### config.mk
export PLATFORM = sky130hd
export DESIGN_NAME = iova_walker
export DESIGN_NICKNAME = d
export VERILOG_FILES = /design/src/rtl/iova_walk_pkg.sv /design/src/rtl/iova_walk_flush.sv /design/src/rtl/iova_walk_cache.sv /design/src/rtl/iova_walk_fsm.sv /design/src/rtl/iova_walker.sv
export SDC_FILE = /design/constraint.sdc
export NUM_CORES = 1
export LEC_CHECK = 0
export ABC_CLOCK_PERIOD_IN_PS = 3600
export BUFFER_PORTS_ARGS = -buffer_cell sky130_fd_sc_hd__buf_2
export CAP_MARGIN = 10
export CORE_UTILIZATION = 37
export DETAILED_ROUTE_END_ITERATION = 12
export GPL_ROUTABILITY_DRIVEN = 0
export GPL_TIMING_DRIVEN = 0
export PLACE_DENSITY = 0.62
export SETUP_SLACK_MARGIN = 0.02
export SLEW_MARGIN = 30
export SYNTH_ARGS = -nofsm -noshare
export SYNTH_HDL_FRONTEND = slang
export SYNTH_SLANG_ARGS = --single-unit
### constraint.sdc
create_clock -name clk -period 3.6 [get_ports clk]
set_clock_uncertainty 0.1 [all_clocks]
set_input_delay 0.72 -clock clk [delete_from_list [all_inputs] [get_ports clk]]
set_output_delay 0.72 -clock clk [all_outputs]
set_load 0.02 [all_outputs]
### src/rtl/iova_walk_pkg.sv
package iova_walk_pkg;
  localparam int ENTRY_W = 32;
  localparam logic [1:0] L1_VALID_CODE = 2'b01;
  localparam int L2_VALID_BIT = 1;

  typedef enum logic [1:0] {WS_IDLE, WS_L1, WS_L2} walk_state_t;

  function automatic logic l1_entry_ok(input logic [ENTRY_W-1:0] e);
    return e[1:0] == L1_VALID_CODE;
  endfunction

  function automatic logic l2_entry_ok(input logic [ENTRY_W-1:0] e);
    return e[L2_VALID_BIT];
  endfunction
endpackage

### src/rtl/iova_walk_flush.sv
module iova_walk_flush #(
  parameter int DATA_W  = 32,
  parameter int MASTERS = 6,
  parameter int MAIN_BIT = 16,
  parameter int WALK_BIT = 17
) (
  input  logic              clk,
  input  logic              rst,
  input  logic              wr,
  input  logic [DATA_W-1:0] wdata,
  output logic [DATA_W-1:0] stat,
  output logic              inv
);
  localparam logic [DATA_W-1:0] MASK =
    (DATA_W'(1) << WALK_BIT) | (DATA_W'(1) << MAIN_BIT) | ((DATA_W'(1) << MASTERS) - DATA_W'(1));

  logic phase;

  // invalidate strobe in the first cycle that a bit is pending
  assign inv = (stat != '0) && !phase;

  always_ff @(posedge clk) begin
    if (rst) begin
      stat  <= '0;
      phase <= 1'b0;
    end else if (phase) begin
      stat  <= wr ? (wdata & MASK) : '0;
      phase <= 1'b0;
    end else begin
      if (wr) stat <= stat | (wdata & MASK);
      if (inv) phase <= 1'b1;
    end
  end

  assert_inv_then_phase_R9: assert property (@(posedge clk) disable iff (rst) inv |=> phase);
  assert_selfclear_R9: assert property (@(posedge clk) disable iff (rst)
    (phase && !wr) |=> (stat == '0));
  assert_masked_R9: assert property (@(posedge clk) disable iff (rst) (stat & ~MASK) == '0);
endmodule

### src/rtl/iova_walk_cache.sv
module iova_walk_cache #(
  parameter int ENTRIES = 4,
  parameter int TAG_W   = 20,
  parameter int FRAME_W = 20,
  parameter int ACI_W   = 4
) (
  input  logic               clk,
  input  logic               rst,
  input  logic               inv,
  input  logic [TAG_W-1:0]   lk_tag,
  output logic               lk_hit,
  output logic [FRAME_W-1:0] lk_frame,
  output logic [ACI_W-1:0]   lk_aci,
  input  logic               fill_en,
  input  logic [TAG_W-1:0]   fill_tag,
  input  logic [FRAME_W-1:0] fill_frame,
  input  logic [ACI_W-1:0]   fill_aci
);
  localparam int PTR_W = (ENTRIES > 1) ? $clog2(ENTRIES) : 1;
  localparam logic [PTR_W-1:0] LAST = PTR_W'(ENTRIES - 1);

  logic [ENTRIES-1:0] valid;
  logic [TAG_W-1:0]   tag_q   [ENTRIES];
  logic [FRAME_W-1:0] frame_q [ENTRIES];
  logic [ACI_W-1:0]   aci_q   [ENTRIES];
  logic [PTR_W-1:0]   ptr;
  logic [ENTRIES-1:0] hit_vec;

  for (genvar i = 0; i < ENTRIES; i++) begin : g_cmp
    assign hit_vec[i] = valid[i] && (tag_q[i] == lk_tag);
  end

  always_comb begin
    lk_frame = '0;
    lk_aci   = '0;
    for (int i = 0; i < ENTRIES; i++) begin
      if (hit_vec[i]) begin
        lk_frame = frame_q[i];
        lk_aci   = aci_q[i];
      end
    end
  end
  assign lk_hit = |hit_vec;

  for (genvar i = 0; i < ENTRIES; i++) begin : g_ent
    always_ff @(posedge clk) begin
      if (fill_en && !inv && ptr == PTR_W'(i)) begin
        tag_q[i]   <= fill_tag;
        frame_q[i] <= fill_frame;
        aci_q[i]   <= fill_aci;
      end
    end
  end

  always_ff @(posedge clk) begin
    if (rst) begin
      valid <= '0;
      ptr   <= '0;
    end else if (inv) begin
      valid <= '0;
    end else if (fill_en) begin
      valid[ptr] <= 1'b1;
      ptr <= (ptr == LAST) ? '0 : ptr + 1'b1;
    end
  end

  assert_single_hit_R7: assert property (@(posedge clk) disable iff (rst) $onehot0(hit_vec));
  assert_flush_empties_R10: assert property (@(posedge clk) disable iff (rst) inv |=> !lk_hit);
endmodule

### src/rtl/iova_walk_fsm.sv
module iova_walk_fsm
  import iova_walk_pkg::*;
#(
  parameter int ADDR_W   = 32,
  parameter int L1_BITS  = 12,
  parameter int L2_BITS  = 8,
  parameter int OFF_BITS = 12,
  parameter int ACI_W    = 4,
  parameter int ACI_LSB  = 4
) (
  input  logic                           clk,
  input  logic                           rst,
  input  logic                           enable,
  input  logic [ADDR_W-1:0]              base,
  input  logic                           inv,
  input  logic                           req_valid,
  input  logic [ADDR_W-1:0]              req_addr,
  output logic                           req_ready,
  output logic [L1_BITS+L2_BITS-1:0]     lk_tag,
  input  logic                           lk_hit,
  input  logic [ADDR_W-OFF_BITS-1:0]     lk_frame,
  input  logic [ACI_W-1:0]               lk_aci,
  output logic                           fill_en,
  output logic [L1_BITS+L2_BITS-1:0]     fill_tag,
  output logic [ADDR_W-OFF_BITS-1:0]     fill_frame,
  output logic [ACI_W-1:0]               fill_aci,
  output logic                           mem_rd_en,
  output logic [ADDR_W-1:0]              mem_rd_addr,
  input  logic                           mem_rd_valid,
  input  logic [ADDR_W-1:0]              mem_rd_data,
  output logic                           rsp_valid,
  output logic [ADDR_W-1:0]              rsp_paddr,
  output logic [ACI_W-1:0]               rsp_aci,
  output logic                           rsp_fault_l1,
  output logic                           rsp_fault_l2,
  output logic [ADDR_W-1:0]              rsp_fault_addr
);
  localparam int TAG_W   = L1_BITS + L2_BITS;
  localparam int FRAME_W = ADDR_W - OFF_BITS;
  localparam int PT_LSB  = L2_BITS + 2;

  walk_state_t       state;
  logic [ADDR_W-1:0] cur_addr;
  logic              stale;
  logic              pte_ok;

  assign req_ready = (state == WS_IDLE);
  assign lk_tag    = req_addr[ADDR_W-1:OFF_BITS];
  assign pte_ok    = l2_entry_ok(mem_rd_data);

  // fill in the same edge as the response so a back-to-back request hits
  assign fill_en    = (state == WS_L2) && mem_rd_valid && pte_ok && !stale && !inv;
  assign fill_tag   = cur_addr[ADDR_W-1:OFF_BITS];
  assign fill_frame = mem_rd_data[ADDR_W-1:OFF_BITS];
  assign fill_aci   = mem_rd_data[ACI_LSB +: ACI_W];

  always_ff @(posedge clk) begin
    if (rst) begin
      state          <= WS_IDLE;
      cur_addr       <= '0;
      stale          <= 1'b0;
      mem_rd_en      <= 1'b0;
      mem_rd_addr    <= '0;
      rsp_valid      <= 1'b0;
      rsp_paddr      <= '0;
      rsp_aci        <= '0;
      rsp_fault_l1   <= 1'b0;
      rsp_fault_l2   <= 1'b0;
      rsp_fault_addr <= '0;
    end else begin
      rsp_valid <= 1'b0;
      mem_rd_en <= 1'b0;
      if (inv) stale <= 1'b1;
      unique case (state)
        WS_IDLE: begin
          if (req_valid) begin
            cur_addr <= req_addr;
            stale    <= 1'b0;
            if (!enable) begin
              rsp_valid      <= 1'b1;
              rsp_paddr      <= req_addr;
              rsp_aci        <= '0;
              rsp_fault_l1   <= 1'b0;
              rsp_fault_l2   <= 1'b0;
              rsp_fault_addr <= '0;
            end else if (lk_hit) begin
              rsp_valid      <= 1'b1;
              rsp_paddr      <= {lk_frame, req_addr[OFF_BITS-1:0]};
              rsp_aci        <= lk_aci;
              rsp_fault_l1   <= 1'b0;
              rsp_fault_l2   <= 1'b0;
              rsp_fault_addr <= '0;
            end else begin
              mem_rd_en   <= 1'b1;
              mem_rd_addr <= base + ADDR_W'({req_addr[ADDR_W-1 -: L1_BITS], 2'b00});
              state       <= WS_L1;
            end
          end
        end
        WS_L1: begin
          if (mem_rd_valid) begin
            if (l1_entry_ok(mem_rd_data)) begin
              mem_rd_en   <= 1'b1;
              mem_rd_addr <= {mem_rd_data[ADDR_W-1:PT_LSB], cur_addr[OFF_BITS +: L2_BITS], 2'b00};
              state       <= WS_L2;
            end else begin
              rsp_valid      <= 1'b1;
              rsp_paddr      <= '0;
              rsp_aci        <= '0;
              rsp_fault_l1   <= 1'b1;
              rsp_fault_l2   <= 1'b0;
              rsp_fault_addr <= cur_addr;
              state          <= WS_IDLE;
            end
          end
        end
        WS_L2: begin
          if (mem_rd_valid) begin
            rsp_valid <= 1'b1;
            rsp_fault_l1 <= 1'b0;
            if (pte_ok) begin
              rsp_paddr      <= {mem_rd_data[ADDR_W-1:OFF_BITS], cur_addr[OFF_BITS-1:0]};
              rsp_aci        <= mem_rd_data[ACI_LSB +: ACI_W];
              rsp_fault_l2   <= 1'b0;
              rsp_fault_addr <= '0;
            end else begin
              rsp_paddr      <= '0;
              rsp_aci        <= '0;
              rsp_fault_l2   <= 1'b1;
              rsp_fault_addr <= cur_addr;
            end
            state <= WS_IDLE;
          end
        end
        default: state <= WS_IDLE;
      endcase
    end
  end

  assert_one_walk_R6: assert property (@(posedge clk) disable iff (rst) mem_rd_en |-> !req_ready);
  assert_rd_pulse_R6: assert property (@(posedge clk) disable iff (rst) mem_rd_en |=> !mem_rd_en);
  assert_bypass_R8: assert property (@(posedge clk) disable iff (rst)
    (req_valid && req_ready && !enable) |=>
      (rsp_valid && rsp_paddr == $past(req_addr) && !rsp_fault_l1 && !rsp_fault_l2 && !mem_rd_en));
  assert_hit_nomem_R7: assert property (@(posedge clk) disable iff (rst)
    (req_valid && req_ready && enable && lk_hit) |=> (rsp_valid && !mem_rd_en));
  assert_fault_excl_R3: assert property (@(posedge clk) disable iff (rst)
    rsp_valid |-> !(rsp_fault_l1 && rsp_fault_l2));
  assert_l1_fault_R3: assert property (@(posedge clk) disable iff (rst)
    (state == WS_L1 && mem_rd_valid && mem_rd_data[1:0] != 2'b01) |=> (rsp_fault_l1 && !mem_rd_en));
  assert_no_fill_stale_R11: assert property (@(posedge clk) disable iff (rst) fill_en |-> !stale);
  assert_fault_nofill_R12: assert property (@(posedge clk) disable iff (rst) fill_en |=> !rsp_fault_l2);
endmodule

### src/rtl/iova_walker.sv
module iova_walker #(
  parameter int ADDR_W   = 32,
  parameter int L1_BITS  = 12,
  parameter int L2_BITS  = 8,
  parameter int ACI_W    = 4,
  parameter int ACI_LSB  = 4,
  parameter int CACHE_N  = 4,
  parameter int MASTERS  = 6
) (
  input  logic              clk,
  input  logic              rst,
  input  logic              cfg_enable,
  input  logic [ADDR_W-1:0] cfg_base,
  input  logic              flush_wr,
  input  logic [ADDR_W-1:0] flush_wdata,
  output logic [ADDR_W-1:0] flush_stat,
  input  logic              req_valid,
  input  logic [ADDR_W-1:0] req_addr,
  output logic              req_ready,
  output logic              rsp_valid,
  output logic [ADDR_W-1:0] rsp_paddr,
  output logic [ACI_W-1:0]  rsp_aci,
  output logic              rsp_fault_l1,
  output logic              rsp_fault_l2,
  output logic [ADDR_W-1:0] rsp_fault_addr,
  output logic              mem_rd_en,
  output logic [ADDR_W-1:0] mem_rd_addr,
  input  logic              mem_rd_valid,
  input  logic [ADDR_W-1:0] mem_rd_data
);
  localparam int OFF_BITS = ADDR_W - L1_BITS - L2_BITS;
  localparam int TAG_W    = L1_BITS + L2_BITS;
  localparam int FRAME_W  = ADDR_W - OFF_BITS;

  logic               inv;
  logic [TAG_W-1:0]   lk_tag, fill_tag;
  logic               lk_hit, fill_en;
  logic [FRAME_W-1:0] lk_frame, fill_frame;
  logic [ACI_W-1:0]   lk_aci, fill_aci;

  iova_walk_flush #(.DATA_W(ADDR_W), .MASTERS(MASTERS)) u_flush (
    .clk(clk), .rst(rst), .wr(flush_wr), .wdata(flush_wdata), .stat(flush_stat), .inv(inv)
  );

  iova_walk_cache #(.ENTRIES(CACHE_N), .TAG_W(TAG_W), .FRAME_W(FRAME_W), .ACI_W(ACI_W)) u_cache (
    .clk(clk), .rst(rst), .inv(inv),
    .lk_tag(lk_tag), .lk_hit(lk_hit), .lk_frame(lk_frame), .lk_aci(lk_aci),
    .fill_en(fill_en), .fill_tag(fill_tag), .fill_frame(fill_frame), .fill_aci(fill_aci)
  );

  iova_walk_fsm #(.ADDR_W(ADDR_W), .L1_BITS(L1_BITS), .L2_BITS(L2_BITS), .OFF_BITS(OFF_BITS),
                  .ACI_W(ACI_W), .ACI_LSB(ACI_LSB)) u_fsm (
    .clk(clk), .rst(rst), .enable(cfg_enable), .base(cfg_base), .inv(inv),
    .req_valid(req_valid), .req_addr(req_addr), .req_ready(req_ready),
    .lk_tag(lk_tag), .lk_hit(lk_hit), .lk_frame(lk_frame), .lk_aci(lk_aci),
    .fill_en(fill_en), .fill_tag(fill_tag), .fill_frame(fill_frame), .fill_aci(fill_aci),
    .mem_rd_en(mem_rd_en), .mem_rd_addr(mem_rd_addr),
    .mem_rd_valid(mem_rd_valid), .mem_rd_data(mem_rd_data),
    .rsp_valid(rsp_valid), .rsp_paddr(rsp_paddr), .rsp_aci(rsp_aci),
    .rsp_fault_l1(rsp_fault_l1), .rsp_fault_l2(rsp_fault_l2), .rsp_fault_addr(rsp_fault_addr)
  );
endmodule

After elaboration in Yosys (flattened, before gate mapping)
Memory sizes are Yosys's and may differ from the RTL's.
Index checks and enable logic that the tools add are counted.
- register bits: 178
- bits in writable memories: 176
- input bits: 134
- output and inout bits: 137
- word-level logic and storage cells: 199
- memories kept: 3
- memory list (memory ; words ; bits a word ; read ports ; clocked after memory_dff ; wr ports ; RTL line ; RTL):
    u_cache.frame_q ; 4 ; 20 ; 4 ; 0 ; 1 ; iova_walk_cache.sv:24 ; logic [FRAME_W-1:0] frame_q [ENTRIES];
    u_cache.tag_q ; 4 ; 20 ; 4 ; 0 ; 1 ; iova_walk_cache.sv:23 ; logic [TAG_W-1:0] tag_q [ENTRIES];
    u_cache.aci_q ; 4 ; 4 ; 4 ; 0 ; 1 ; iova_walk_cache.sv:25 ; logic [ACI_W-1:0] aci_q [ENTRIES];
- $add $sub $neg: 2
- order comparisons: 2
- equal/unequal tests: 18
- mux-type cells: 115
- bitwise operators: 3
- reductions and logical operators: 41
- operator list (cell ; count):
    $mux 32 ; 21
    $mux 20 ; 10
    $pmux 32 s3 ; 2
    $reduce_or 20->1 ; 6
    $eq 20x20->1 ; 4
    $pmux 32 s2 ; 1
    $mux 4 ; 14
    $mux 1 ; 43
    $add 32x14->32 ; 1
    $mux 2 ; 16
    $or 32x18->32 ; 1
    $reduce_bool 32->1 ; 1
    $mux 18 ; 1
    $reduce_or 4->1 ; 4
    $logic_and 1x1->1 ; 15
    $ne 2x2->1 const B ; 6
    $pmux 4 s3 ; 1
    $reduce_and 6->1 ; 2
    $pmux 1 s3 ; 3
    $eq 2x1->1 const B ; 3
    $eq 2x2->1 const B ; 3
    $pmux 2 s3 ; 1
    $reduce_and 5->1 ; 1
    $logic_not 2->1 ; 2
    other kinds (14) ; 19

Logic depth before layout (Yosys ltp)
- depth in word-level cells: 13
- gate-level depth with buffers: 12
- depth with buffers taken out: 10

By module
Synthesis repeated with hierarchy kept, for this count alone.
- cells, all modules: 1432
- area total of the unflattened synthesis: 15367.2 um^2
- by module, submodules not included (module ; times used ; cells an instance ; area an instance (um^2) ; seq. area each (um^2)):
    iova_walk_cache ; 1 ; 481 ; 7568.5 ; 5405.2
    iova_walk_fsm ; 1 ; 886 ; 7257.0 ; 2782.7
    iova_walk_flush ; 1 ; 65 ; 541.8 ; 180.2

Least setup slack after synthesis
OpenSTA, ideal clock, no wires.
- kind: input to register
- from: input cfg_base[2]
- to: register u_fsm.mem_rd_addr[28]
- library setup time: 0.059 ns
- arrival: 2.926 ns
- required time: 3.441 ns
- path slack: 0.515 ns
- stages on the path: 11
- buffers on the path: 1
- path through: ha_1 > fa_1 > a21oi_1 > o211ai_1 > o22ai_1 > o21a_1 > clkbuf_1 > nor2_1 > xnor2_1 > a2111oi_2 > a31o_1
- word-level cells in the longest chain between the ends: 5
- ends and longest elaborated chain (element ; RTL line ; RTL):
    from (decl) ; iova_walker.sv:13 ; input logic [ADDR_W-1:0] cfg_base,
    $add 32x14->32 ; iova_walk_fsm.sv:95 ; mem_rd_addr <= base + ADDR_W'({req_addr[ADDR_W-1 -: L1_BITS], 2'b00});
    $mux 32 ; iova_walk_fsm.sv:86 ; end else if (lk_hit) begin
    $mux 32 ; iova_walk_fsm.sv:79 ; if (!enable) begin
    $mux 32 ; iova_walk_fsm.sv:76 ; if (req_valid) begin
    $pmux 32 s2 ; iova_walk_fsm.sv:74 ; unique case (state)
    to (signal assigned) ; iova_walk_fsm.sv:95 ;
    to (signal assigned) ; iova_walk_fsm.sv:104 ; mem_rd_addr <= {mem_rd_data[ADDR_W-1:PT_LSB], cur_addr[OFF_BITS +: L2_BITS], 2'b00};
    to (decl) ; iova_walk_fsm.sv:28 ; output logic [ADDR_W-1:0] mem_rd_addr,
No other way between the ends. The select of a mux whose other input is x is not followed.
A chain may end at the register's enable or synchronous reset.

Worst setup path after layout
- from: input req_addr[21]
- to: register u_fsm.rsp_paddr[11]
- word-level cells in the longest chain between the ends: 5
- elaborated cells on any way between the ends: 11
- those cells by class: eq/ne (5); reduce/logical (6)
- ends and longest elaborated chain (element ; RTL line ; RTL):
    from (decl) ; iova_walker.sv:18 ; input logic [ADDR_W-1:0] req_addr,
    $eq 20x20->1 ; iova_walk_cache.sv:30 ; assign hit_vec[i] = valid[i] && (tag_q[i] == lk_tag);
    $logic_and 1x1->1 ; iova_walk_cache.sv:30 ;
    $reduce_or 4->1 (*) ; iova_walk_cache.sv:43 ; assign lk_hit = |hit_vec;
    $ne 3x2->1 (no line) (*) ; -- ;
    $reduce_and 6->1 (no line) (*) ; -- ;
    to (signal assigned) ; iova_walk_fsm.sv:81 ; rsp_paddr <= req_addr;
    to (signal assigned) ; iova_walk_fsm.sv:88 ; rsp_paddr <= {lk_frame, req_addr[OFF_BITS-1:0]};
    to (signal assigned) ; iova_walk_fsm.sv:122 ; rsp_paddr <= {mem_rd_data[ADDR_W-1:OFF_BITS], cur_addr[OFF_BITS-1:0]};
    to (decl) ; iova_walk_fsm.sv:32 ; output logic [ADDR_W-1:0] rsp_paddr,
Every way passes the cells marked *; elsewhere a longest branch is shown, timed or not.

==> results.toml <==
[worst_setup_path]
r2r_end = "u_fsm.rsp_paddr[11]"
arrival_ns = 3.74
crit_required_ns = 3.91
critPathKind = "input port to flop"
rrSetupSlack_ns = 0.41
critPathLaunchType = "input port"
critPathCaptureType = "flop"
r2r_start = "u_cache.tag_q[1][2]"
rr_worst_depth = 9
path_max_fanout = 10

[route]
firstDrtPassIters = 5
route.detailed.wl_per_inst_um = 22.3
drcViolationCount = 0
finalWirelength_mm = 49.2
drtIter0Drc = 1175
vias = 12100
antenna_left = 0
drt-vias-per-instance = 5.49

[hold_path]
whs_path_depth = 3
min_path_type = "input port to flop"
holdPathEnd = "u_flush.stat[17]"
min_from = "flush_wdata[17]"

[synth]
synth_compound_area_share_pct = 15.3
yosys.area.top_type = "edfxtp_1"
syn-cell-area_um2 = 14600
yosysSeqAreaShare_pct = 57.4
synth_area_leaders = "edfxtp_1 36%, dfxtp_1 21%, a21oi_1 4.7%, nand2_1 4.1%, xnor2_1 4.0%"
synth.area.mux_share_pct = 0.343
synthMostInstantiatedCell = "edfxtp_1"
yosys_register_bits = 330
netlist.area_leader.share_pct = 36.3
synth_common_cells = "176 x edfxtp_1, 159 x nand2_1, 154 x dfxtp_1"
synth_top_family_by_area = "compound AO/OA/AOI/OAI gates"
ys.warnings.count = 0
async_reset_ff_share_pct = 0
syn_inst = 1386
ys_types = 61
synth_xor_area_share_pct = 6.13
synth-simple-area-share_pct = 13.5
syn_avg_cell_area_um2 = 10.5
synth_ff_type = "edfxtp_1"
synth-edff-count = 176
synthAdderAreaFrac_pct = 1.85

[clocking]
ctsRootBufferMaster = "clkbuf_16"
cts-hold-fix-buffers = 0
clkSlewWorstSetupHoldPaths_ns = 0.06
cts_made_buffers = 36
cts_max_level = 2
cts_tree = "done"
insertion_delay_ns = 0.54
cts_max_path_buffers = 3
cts.sinks = 330

[timing]
hold_viol_final = 0
finalSetupTns_ns = 0
max_freq_mhz = 291
fin_crit_sh_pct = 95.5
rsz0062_at_grt = "no"
setup_viol = 0
slew_viol_final = 0
min_period_ns = 3.44
tightest_slew_ns = 0.796
maxSlewHeadroom_pct = 46.9

[final_layout]
area.growth.synth_to_final_pct = 21.4
finalInstanceArea_um2 = 17700
fin_util_pct = 45.7
drive_gt1_share_pct = 21.0
layout.nets = 1816

[power_and_ir_drop]
p_total_mw = 9.10
p_leak_nw = 6.61
ir_drop_v = 0.000304
p_per_area_nw_per_um2 = 514

[floorplanning]
die_x_um = 200
dieArea_um2 = 40200
start_util_pct = 37.6
io_pins = 271
coreArea_um2 = 38700
fp-row-count = 72
dieHeight_um = 200

[grt]
grt_max_degree = 46
grt_pass1_vias = 11800
track_usage_pct = 24.1
grt_antenna_before_repair = 5
grt_pass1_wl_mm = 73.3
overflow = 0

[status]
outcome = "finished, final reports clean"

[placed_design]
dp_hpwl_mm = 35.0
port_buffers = 207
postPlaceCellArea_um2 = 16400

[flow_run]
maxCapViolations = 0
worst max-delay path by stage:
stage,from,to,slack [ns],cells after the start
after floorplan,cfg_base[2],u_fsm.mem_rd_addr[28],0.51,11
after global placement,req_addr[21],u_fsm.rsp_paddr[11],-0.44,12
after detailed placement,req_addr[21],u_fsm.rsp_paddr[11],-0.49,11
after CTS,req_addr[21],u_fsm.rsp_paddr[11],0.06,11
after global routing,req_addr[21],u_fsm.rsp_paddr[11],0.02,12
final,req_addr[21],u_fsm.rsp_paddr[11],0.16,12
power by group:
group	total [mW]	leakage, nW	switching (mW)	internal (mW)
logic	1.14	3.16	0.772	0.372
clock network	3.77	0.598	1.57	2.20
registers	4.18	2.85	0.104	4.08
sequential cells by signal, summed over array words and instances, names as in the netlist:
signal                cells
u_cache.frame_q          80
u_cache.tag_q            80
u_fsm.cur_addr           32
u_fsm.mem_rd_addr        32
u_fsm.rsp_fault_addr     32
u_fsm.rsp_paddr          32
u_cache.aci_q            16
u_flush.stat              8
u_cache.valid             4
u_fsm.rsp_aci             4
u_cache.ptr               2
u_fsm.state               2
u_flush.phase             1
u_fsm.mem_rd_en           1
u_fsm.rsp_fault_l1        1
u_fsm.rsp_fault_l2        1
u_fsm.rsp_valid           1
u_fsm.stale               1
cell families (layout without fill, tap and decap cells):
kind of cell               after synthesis  in the layout
AOI/OAI and AO/OA                      345            345
xor gates and xnor gates               102            102
adders and majority gates               21             21
buffers and inverters                  164            444
DFF                                    330            330
muxes                                    5              5
other                                    1             25
and+or+nand+nor                        418            418
layer usage:
metal	track usage, %	up-vias	part of all wire [%]
li1	-	5577	-
met2	38.4	568	46
met4	8.89	8	3.5
met5	0	-	0.11
met3	5.10	101	8.9
met1	32.2	5871	42
repair_timing:
| item | CTS | global route |
|---|---|---|
| gates resized for setup | 0 | 3 |
| endpoints found under the setup margin | 0 | 5 |
| setup buffers | 0 | 4 |
final cells by class:
cell class,instances,area (µm²)
flip-flops and latches,330,8370
clock inverters,20,208
multi-input cells,915,5530
inverters,26,97.6
well taps,518,648
fillers,3695,21000
repair buffers,214,1150
clock buffers,46,1000
diodes,1,2.50
plain buffers,138,689
layout by cell type, fill, tap and decap left out, types with 35 or more instances in the layout:
cell type,instances
nand3_1,48
edfxtp_1,176
dfxtp_1,154
xor2_1,35
nor2_1,70
xnor2_1,67
nand2_1,158
o21ai_0,56
o211ai_1,59
clkbuf_1,73
clkbuf_16,37
buf_2,242
a21oi_1,137
buf_4,36
nand4_1,54
through the flow:
step / worst slack (ns) / hold slack, ns / instances
final: 0.162 / 0.314 / 2208
after global routing: 0.0231 / 0.316 / 2208
after global placement: -0.442 / 0.338 / 2134
after floorplan: 0.515 / 0.333 / 1409
after CTS: 0.0649 / 0.303 / 2203
after detailed placement: -0.491 / 0.344 / 2137
worst max-delay path: stages:
cell and delay (ns):
buf_2 0.12, buf_2 0.35, xnor2_1 0.17, nand4_1 0.17, nor4_4 0.56, and2_1 0.20
buf_4 0.16, a211o_2 0.15, o211ai_2 0.28, buf_2 0.36, a221oi_1 0.41, nor3_1 0.08
Note: power is estimated with default switching activity, not from simulation.
